==> src/rtl/ctl_hs_pkg.sv <==
package ctl_hs_pkg;
  localparam int TOK_W = 2;
  localparam int RSP_W = 3;

  typedef enum logic [TOK_W-1:0] {
    TOK_SETUP = 2'd0,
    TOK_IN    = 2'd1,
    TOK_OUT   = 2'd2,
    TOK_RSVD  = 2'd3
  } tok_e;

  typedef enum logic [RSP_W-1:0] {
    RSP_NAK   = 3'd0,
    RSP_ACK   = 3'd1,
    RSP_STALL = 3'd2,
    RSP_DATA  = 3'd3,
    RSP_ZLP   = 3'd4
  } rsp_e;

  typedef enum logic [1:0] {
    PEND_NONE = 2'd0,
    PEND_DATA = 2'd1,
    PEND_ZLP  = 2'd2
  } pend_e;
endpackage

==> src/rtl/hs_flag.sv <==
module hs_flag (
  input  logic clk,
  input  logic rst_n,
  input  logic set,
  input  logic clr,
  output logic q
);
  logic q_nxt;

  always_comb begin
    q_nxt = q;
    if (set) q_nxt = 1'b1;
    if (clr) q_nxt = 1'b0;
  end

  always_ff @(posedge clk or negedge rst_n) begin
    if (!rst_n) q <= 1'b0;
    else        q <= q_nxt;
  end
endmodule

==> src/rtl/hs_toggle.sv <==
module hs_toggle (
  input  logic clk,
  input  logic rst_n,
  input  logic zero,
  input  logic load_one,
  input  logic flip,
  output logic q
);
  logic q_nxt;

  always_comb begin
    if (zero)          q_nxt = 1'b0;
    else if (load_one) q_nxt = 1'b1;
    else if (flip)     q_nxt = ~q;
    else               q_nxt = q;
  end

  always_ff @(posedge clk or negedge rst_n) begin
    if (!rst_n) q <= 1'b0;
    else        q <= q_nxt;
  end
endmodule

==> src/rtl/hs_decide.sv <==
module hs_decide
  import ctl_hs_pkg::*;
(
  input  logic [TOK_W-1:0] tok,
  input  logic             in_xfer,
  input  logic             stall_on,
  input  logic             dsen,
  input  logic             sts,
  input  logic             data_ready,
  output logic             answer,
  output logic [RSP_W-1:0] code,
  output logic             is_setup,
  output logic             data_out_done,
  output logic             sts_out_done
);
  always_comb begin
    answer        = 1'b1;
    code          = RSP_NAK;
    is_setup      = 1'b0;
    data_out_done = 1'b0;
    sts_out_done  = 1'b0;
    case (tok_e'(tok))
      TOK_SETUP: begin
        code     = RSP_ACK;
        is_setup = 1'b1;
      end
      TOK_IN, TOK_OUT: begin
        if (stall_on) begin
          code = RSP_STALL;
        end else if (in_xfer && sts) begin
          if (tok_e'(tok) == TOK_IN) begin
            code = RSP_ZLP;
          end else begin
            code         = RSP_ACK;
            sts_out_done = 1'b1;
          end
        end else if (in_xfer && dsen) begin
          if (tok_e'(tok) == TOK_IN) begin
            code = data_ready ? RSP_DATA : RSP_NAK;
          end else begin
            code          = RSP_ACK;
            data_out_done = 1'b1;
          end
        end
      end
      default: answer = 1'b0;
    endcase
  end
endmodule

==> src/rtl/ctl_hs_responder.sv <==
module ctl_hs_responder
  import ctl_hs_pkg::*;
(
  input  logic             clk,
  input  logic             rst_n,
  input  logic             ep_enable,
  input  logic             ep_iso,
  input  logic             tok_valid,
  input  logic [TOK_W-1:0] tok_type,
  input  logic             data_ready,
  input  logic             host_ack,
  input  logic             fw_dsen_set,
  input  logic             fw_status_set,
  input  logic             fw_stall_set,
  input  logic             fw_stall_clr,
  output logic             rsp_valid,
  output logic [RSP_W-1:0] rsp_code,
  output logic             setup_done,
  output logic             toggle,
  output logic             dsen_rd
);
  logic             stall_q, dsen_q, sts_q, in_xfer_q, in_xfer_nxt;
  logic             answer, is_setup, data_out_done, sts_out_done;
  logic [RSP_W-1:0] code;
  pend_e            pend_q, pend_nxt;
  logic             tok_fire, ack_fire, setup_fire, sts_done, flip;

  hs_decide u_decide (
    .tok(tok_type), .in_xfer(in_xfer_q), .stall_on(stall_q && !ep_iso),
    .dsen(dsen_q), .sts(sts_q), .data_ready(data_ready),
    .answer(answer), .code(code), .is_setup(is_setup),
    .data_out_done(data_out_done), .sts_out_done(sts_out_done)
  );

  assign tok_fire   = tok_valid && ep_enable && answer;
  assign setup_fire = tok_fire && is_setup;
  assign ack_fire   = host_ack && ep_enable && !tok_valid && (pend_q != PEND_NONE);
  assign sts_done   = (tok_fire && sts_out_done) || (ack_fire && pend_q == PEND_ZLP);
  assign flip       = (tok_fire && !is_setup && code == RSP_ACK) || ack_fire;

  hs_flag u_stall (.clk(clk), .rst_n(rst_n), .set(fw_stall_set),
                   .clr(fw_stall_clr || setup_fire), .q(stall_q));
  hs_flag u_dsen (.clk(clk), .rst_n(rst_n), .set(fw_dsen_set),
                  .clr(setup_fire || (tok_fire && data_out_done) ||
                       (ack_fire && pend_q == PEND_DATA)),
                  .q(dsen_q));
  hs_flag u_sts (.clk(clk), .rst_n(rst_n), .set(fw_status_set),
                 .clr(setup_fire || sts_done), .q(sts_q));
  hs_toggle u_tog (.clk(clk), .rst_n(rst_n), .zero(!ep_enable),
                   .load_one(setup_fire), .flip(flip), .q(toggle));

  always_comb begin
    pend_nxt = pend_q;
    if (!ep_enable)    pend_nxt = PEND_NONE;
    else if (tok_fire) pend_nxt = (code == RSP_DATA) ? PEND_DATA :
                                  (code == RSP_ZLP)  ? PEND_ZLP  : PEND_NONE;
    else if (ack_fire) pend_nxt = PEND_NONE;
    in_xfer_nxt = in_xfer_q;
    if (setup_fire)    in_xfer_nxt = 1'b1;
    else if (sts_done) in_xfer_nxt = 1'b0;
  end

  always_ff @(posedge clk or negedge rst_n) begin
    if (!rst_n) begin
      pend_q     <= PEND_NONE;
      in_xfer_q  <= 1'b0;
      rsp_valid  <= 1'b0;
      rsp_code   <= RSP_NAK;
      setup_done <= 1'b0;
    end else begin
      pend_q     <= pend_nxt;
      in_xfer_q  <= in_xfer_nxt;
      rsp_valid  <= tok_fire;
      setup_done <= setup_fire;
      if (tok_fire) rsp_code <= code;
    end
  end

  assign dsen_rd = 1'b0;
endmodule

==> config.mk <==
export PLATFORM = sky130hd
export DESIGN_NAME = ctl_hs_responder
export DESIGN_NICKNAME = d
export VERILOG_FILES = /design/src/rtl/ctl_hs_pkg.sv /design/src/rtl/hs_flag.sv /design/src/rtl/hs_toggle.sv /design/src/rtl/hs_decide.sv /design/src/rtl/ctl_hs_responder.sv
export SDC_FILE = /design/constraint.sdc
export NUM_CORES = 1
export LEC_CHECK = 0
export ABC_CLOCK_PERIOD_IN_PS = 1700
export BUFFER_PORTS_ARGS = -buffer_cell sky130_fd_sc_hd__buf_2
export CAP_MARGIN = 20
export CORE_AREA = 10 10 54 56
export DETAILED_ROUTE_END_ITERATION = 10
export DIE_AREA = 0 0 64 66
export HOLD_SLACK_MARGIN = 0.08
export PLACE_DENSITY_LB_ADDON = 0.2
export SYNTH_ARGS = -nofsm -noshare
export SYNTH_HDL_FRONTEND = slang
export SYNTH_HIERARCHICAL = 1
export SYNTH_SLANG_ARGS = --single-unit
==> constraint.sdc <==
create_clock -name clk -period 1.7 [get_ports clk]
set_input_delay 0.34 -clock clk [delete_from_list [all_inputs] [get_ports clk]]
set_output_delay 0.34 -clock clk [all_outputs]
set_load 0.02 [all_outputs]
==> impl_metrics.toml, run 1 <==
[power]
p_leak_nw = 0.510
finalPower_uw = 749
powerDensity_nw_per_um2 = 747
peakVddDrop_v = 0.000519

[run]
maxCapViolations = 0

[synthesis]
synth-seq-cells = 12
netlist_instances = 74
syn_area_sq_um = 719
synth_seq_area_share_pct = 41.7
yosys-top-cells-area = "dfrtp_1 (42%), ha_1 (7.0%), inv_1 (5.2%)"
yosysWarnings = 6
synth_top_area_cell = "dfrtp_1"
synth-edff-count = 0
synth_most_common_cell = "dfrtp_1"
synth.top_cell.area_share_pct = 41.7
avgSynthCellArea_sq_um = 9.72
syn-num-nets = 91
async_reset_ff_share_pct = 100
yosysUniqueCellTypes = 30
synth_ff_type = "dfrtp_1"
yosys-top-cells-count = "dfrtp_1 (12), inv_1 (10), nand2_1 (9)"

[clock_network]
clockBufferDepth = 2
numCtsBuffers = 3
cts_tree = "built"
htree_levels = 1
clock_sinks = 12
clkTransAtPathRegs_ns = 0.07
clock_latency_ns = 0.27
cts_root_buffer = "clkbuf_4"

[timing]
report.final.slew_viol_count = 0
setup_viol = 0
setup_ws_ns = 0.104
fmax_mhz = 627
fin_crit_sh_pct = 93.9
fin_skew_ns = 0.000940
tns_ns = 0
worst_hold_slack_ns = 0.292
layout_min_cycle_time_ns = 1.60
finalHoldViolCount = 0

[placement]
portBuffers = 18
dpl-instance-area_sq_um = 923
place_ws_ns = -0.181
dp.cells = 124
gp_congestion = 0.884
dp_hpwl_mm = 1.34

[final_layout]
fillers = 184
fin_cells = 132
final_util_pct = 52.7
fin_nets = 123
fin_area_sq_um = 1000
diodes = 0
layout-drive-gt1-share_pct = 44.8
areaGrowthSynthToFinish_pct = 39.3
multi_input_area_sq_um = 419
seqCellArea_sq_um = 300

[global_route]
grt_use_total_pct = 8.28
grt_pass1_wl_mm = 2.82
gr-total-overflow = 0
grt_start_max_net_pins = 13
antenna_found_initial = 0
grt_pass1_vias = 664

[critical_path]
reg2reg_depth = 7
worstSetupPathType = "reg2reg"
rrSetupSlack_ns = 0.10
cp.required_ns = 1.86
r2r-start = "u_stall/q"
setup.worst_path.start_class = "register"
critPathMaxFanout = 3
critPathCaptureType = "register"
arrival_ns = 1.76
r2r-end = "pend_q[1]"

[floorplanning]
die_w_um = 64
coreArea_sq_um = 1900
dieArea_sq_um = 4220
io_pins = 20
die_y_um = 66
initial_core_util_pct = 37.8
num_rows = 16

[routing]
viasPerCell = 4.78
firstDrtPassIters = 2
drc = 0
wire_per_inst_um = 12.4
drt_iter0_markers = 8
drt-total-wl_mm = 1.64
num_vias = 631
ant_nets = 0

[hold_path]
min_to = "u_sts/q"
worstHoldStart = "fw_status_set"
worstHoldPathType = "in2reg"
hold_depth = 2

[run_status]
status = "finished, final reports clean"
-- worst max path at each step --
stage                      from   endpoint  slack (ns)  cells past startpoint
CTS                   u_stall/q    u_tog/q        0.02                      8
global route          u_stall/q    u_tog/q       -0.02                      8
finish                u_stall/q  pend_q[1]        0.10                      7
floorplan           tok_type[0]    u_tog/q      0.0009                      9
global placement    tok_type[1]    u_tog/q       -0.14                     10
detailed placement  tok_type[0]    u_tog/q       -0.18                     10
-- report_power, final --
part           switching (mW)  internal, mW
combinational          0.0975         0.103
sequential             0.0166         0.311
clock                  0.0902         0.130
total                   0.204         0.544
-- worst max-delay path, cell delays in order, from the launching register on --
cell     delay, ns
dfrtp_1       0.38
nor2b_4       0.13
nor2b_2       0.14
buf_4         0.13
and4_4        0.21
inv_2         0.04
buf_4         0.13
o41ai_1       0.33
-- metal layers --
layer	track usage, %	vias up	routed length, um
met5	0	-	0
met4	2.46	0	18
met3	4.75	5	95
met2	15.0	14	828
met1	7.73	293	699
li1	-	319	-
-- state kept, by name, summed over array words and instances, names as in the netlist --
name / count
u_stall/q: 1
pend_q: 2
u_tog/q: 1
rsp_code: 3
u_sts/q: 1
setup_done: 1
rsp_valid: 1
u_dsen/q: 1
in_xfer_q: 1
-- what timing repair did --
item / CTS / global route
hold buffers: 1 / 0
pin swaps: 1 / 6
gates resized for setup: 0 / 3
setup endpoints to repair: 1 / 1
setup buffers: 0 / 3
endpoints found under the hold margin: 12 / 0
-- cell type report --
cell class	count	share of cell area, %
inverter	11	4.49
timing repair buffer	28	16.7
sequential	12	30.0
clock buffer	4	3.62
tap	27	3.37
multi-input combinational	50	41.8
-- kinds of logic (layout without fill, tap and decap cells) --
| logic type | Yosys count | in the layout | synth area share (%) |
|---|---|---|---|
| and+or+nand+nor | 28 | 28 | 25.6 |
| other | 1 | 1 | 0.521 |
| buffers and inverters | 12 | 43 | 6.96 |
| DFF | 12 | 12 | 41.7 |
| adders and majority gates | 4 | 4 | 6.96 |
| muxes | 1 | 1 | 1.39 |
| xor gates and xnor gates | 1 | 1 | 1.22 |
| AOI/OAI and AO/OA | 15 | 15 | 15.7 |
-- cell usage in the layout, fill, tap and decap left out, types with 2 or more instances in the layout --
| cell type | Yosys | routed |
|---|---|---|
| buf_2 | 0 | 18 |
| o21ba_1 | 3 | 3 |
| clkbuf_4 | 0 | 3 |
| o21ai_0 | 3 | 3 |
| nor2b_4 | 0 | 2 |
| dfrtp_1 | 12 | 12 |
| inv_1 | 10 | 7 |
| nor2_1 | 3 | 3 |
| nand2_1 | 9 | 9 |
| inv_2 | 0 | 2 |
| nand3_1 | 4 | 3 |
| buf_4 | 1 | 9 |
| ha_1 | 4 | 3 |
Note: power is estimated with default switching activity, not from simulation.
==> run 2, diff against run 1 <==
Settings changed: CORE_AREA 10 10 54 56 to 2 2 46 48, DIE_AREA 0 0 64 66 to 0 0 48 50.
==> run 2 against run 1 <==
Compared with the run above: critical path type is now in2reg; die area decreased by 43%; power up 3.7%; global-route usage is 8.3 points higher; clock power rose by 5%; routed wire length decreased by 4.7%; combinational power up 8%; fmax is 0.72% lower; worst hold slack worse by 0.0048 ns; critical path depth up 3; highest routed layer unchanged; sequential share of layout area fell by 0.80 points; sequential power is essentially flat.
==> impl_metrics.toml, run 2 (synthesis results as in run 1) <==
[clock_network]
htree_levels = 1
clockBufferDepth = 2
cts_root_buffer = "clkbuf_4"
clock_sinks = 12
cts_tree = "built"
clock_latency_ns = 0.27
numCtsBuffers = 3
clkTransAtPathRegs_ns = 0.09

[timing]
fin_crit_sh_pct = 94.6
fmax_mhz = 622
report.final.slew_viol_count = 0
setup_viol = 0
setup_ws_ns = 0.0925
finalHoldViolCount = 0
fin_skew_ns = 0.0116
layout_min_cycle_time_ns = 1.61
worst_hold_slack_ns = 0.287

[critical_path]
startpoint = "tok_type[1]"
rrSetupSlack_ns = 0.10
r2r-end = "u_tog/q"
critPathCaptureType = "register"
worstSetupPathType = "in2reg"
r2r-start = "u_stall/q"
max_stage_delay_ns = 0.26
arrival_ns = 1.76
cp.required_ns = 1.85
setup.worst_path.start_class = "input port"
path_cells = "buf_2 -> inv_4 -> ha_4 -> nor2b_4 -> o211ai_1 -> o22ai_2 -> nand3_2 -> o32ai_4 -> xnor2_1 -> a21oi_1"
crit_end = "u_tog/q"
cp_slowest_cell = "ha_4"
reg2reg_depth = 8
critPathMaxFanout = 3

[power]
p_int_uw = 555
pwr-share-clk_pct = 29.6
peakVddDrop_v = 0.000371
finalPower_uw = 777
combPwrFrac_pct = 28.1
powerDensity_nw_per_um2 = 754
p_leak_nw = 0.521
p_switching_uw = 221
pwr-share-seq_pct = 42.4
swShare_pct = 28.5

[final_layout]
final_util_pct = 54.1
top_register = "rsp_code"
diodes = 0
mostFrequentLayoutCell = "buf_2"
fin_nets = 124
areaGrowthSynthToFinish_pct = 43.1
largest_reg_flops = 3
layout_common_cells = "buf_2 (18), dfrtp_1 (12), buf_4 (10)"
largestRegisters = "rsp_code (3), pend_q (2)"
fin_area_sq_um = 1030
layout-drive-gt1-share_pct = 46.2
fillers = 173

[run]
maxCapViolations = 0

[global_route]
grt_pass1_vias = 680
grt_use_total_pct = 16.6
grt_pass1_wl_mm = 2.86
gr-total-overflow = 0
grt_start_max_net_pins = 13
antenna_found_initial = 0

[routing]
ant_nets = 0
drt-total-wl_mm = 1.57
viasPerCell = 4.76
drt_iter0_markers = 6
drc = 0
firstDrtPassIters = 4
num_vias = 633
wire_per_inst_um = 11.8

[floorplanning]
initial_core_util_pct = 37.8
io_pins = 20
die_w_um = 48
coreArea_sq_um = 1900
die_y_um = 50
num_rows = 16
dieArea_sq_um = 2400

[placement]
place_ws_ns = -0.202
dpl-instance-area_sq_um = 938
dp_hpwl_mm = 1.25
portBuffers = 18
gp_congestion = 0.870

[hold_path]
worstHoldPathType = "in2reg"

[run_status]
status = "finished, final reports clean"
==> run 2: cell types whose count changed in the layout (fill, tap and decap cells not counted) <==
cell	delta
o32ai_2	-1
nor2b_4	+1
a21boi_2	+1
nor2b_2	-1
buf_4	+1
a21boi_0	-1
o32ai_4	+1
==> run 2: worst min-delay path by stage <==
stage               slack [ns]     startpoint           to  depth (start not counted)
floorplan                 0.04          rst_n    in_xfer_q                          0
global placement          0.23          rst_n    pend_q[0]                          1
detailed placement        0.25          rst_n  rsp_code[2]                          1
CTS                       0.28  fw_status_set      u_sts/q                          2
global route              0.29  fw_status_set      u_sts/q                          2
finish                    0.29  fw_status_set      u_sts/q                          2
==> run 2: layer usage <==
layer,GRT usage [%],vias to the layer above,share of wire [%]
met5,0,-,0
met3,4.40,4,3.6
met1,21.6,296,45
li1,-,320,-
met2,26.0,13,50
met4,4.95,0,1.9
==> run 2: worst max-delay path: cells and delay by family <==
family,cells,cell delay [ns]
xor gates and xnor gates,1,0.14
AOI/OAI and AO/OA,4,0.58
buffers and inverters,2,0.18
adders and majority gates,1,0.26
and+or+nand+nor,2,0.26
==> run 2: through the flow <==
stage	setup TNS, ns	instances
6_report	0	133
5_1_grt	-0.0251	133
4_1_cts	0	131
3_5_place_dp	-0.276	126
3_3_place_gp	-0.192	126
2_1_floorplan	0	74
==> run 2: layout make-up <==
class	count	area [sq um]	area share, %
repair buffers	29	175	17.0
well taps	27	33.8	3.28
clock buffers	4	36.3	3.52
flip-flops and latches	12	300	29.2
multi-input cells	50	439	42.6
inverters	11	45.0	4.37
==> run 2: what timing repair did <==
item,4_1_cts,5_1_grt
setup endpoints to repair,1,1
setup buffers,0,2
hold buffers,1,0
gates resized for setup,1,6
hold endpoints to repair,12,0
pin swaps,1,6
==> run 2: power groups by stage <==
stage	clock network (mW)	logic (mW)	registers (mW)
after floorplan	0	0.0997	0.343
after global placement	0	0.177	0.333
after detailed placement	0	0.183	0.334
after CTS	0.242	0.188	0.329
after global routing	0.253	0.241	0.334
final	0.230	0.218	0.329
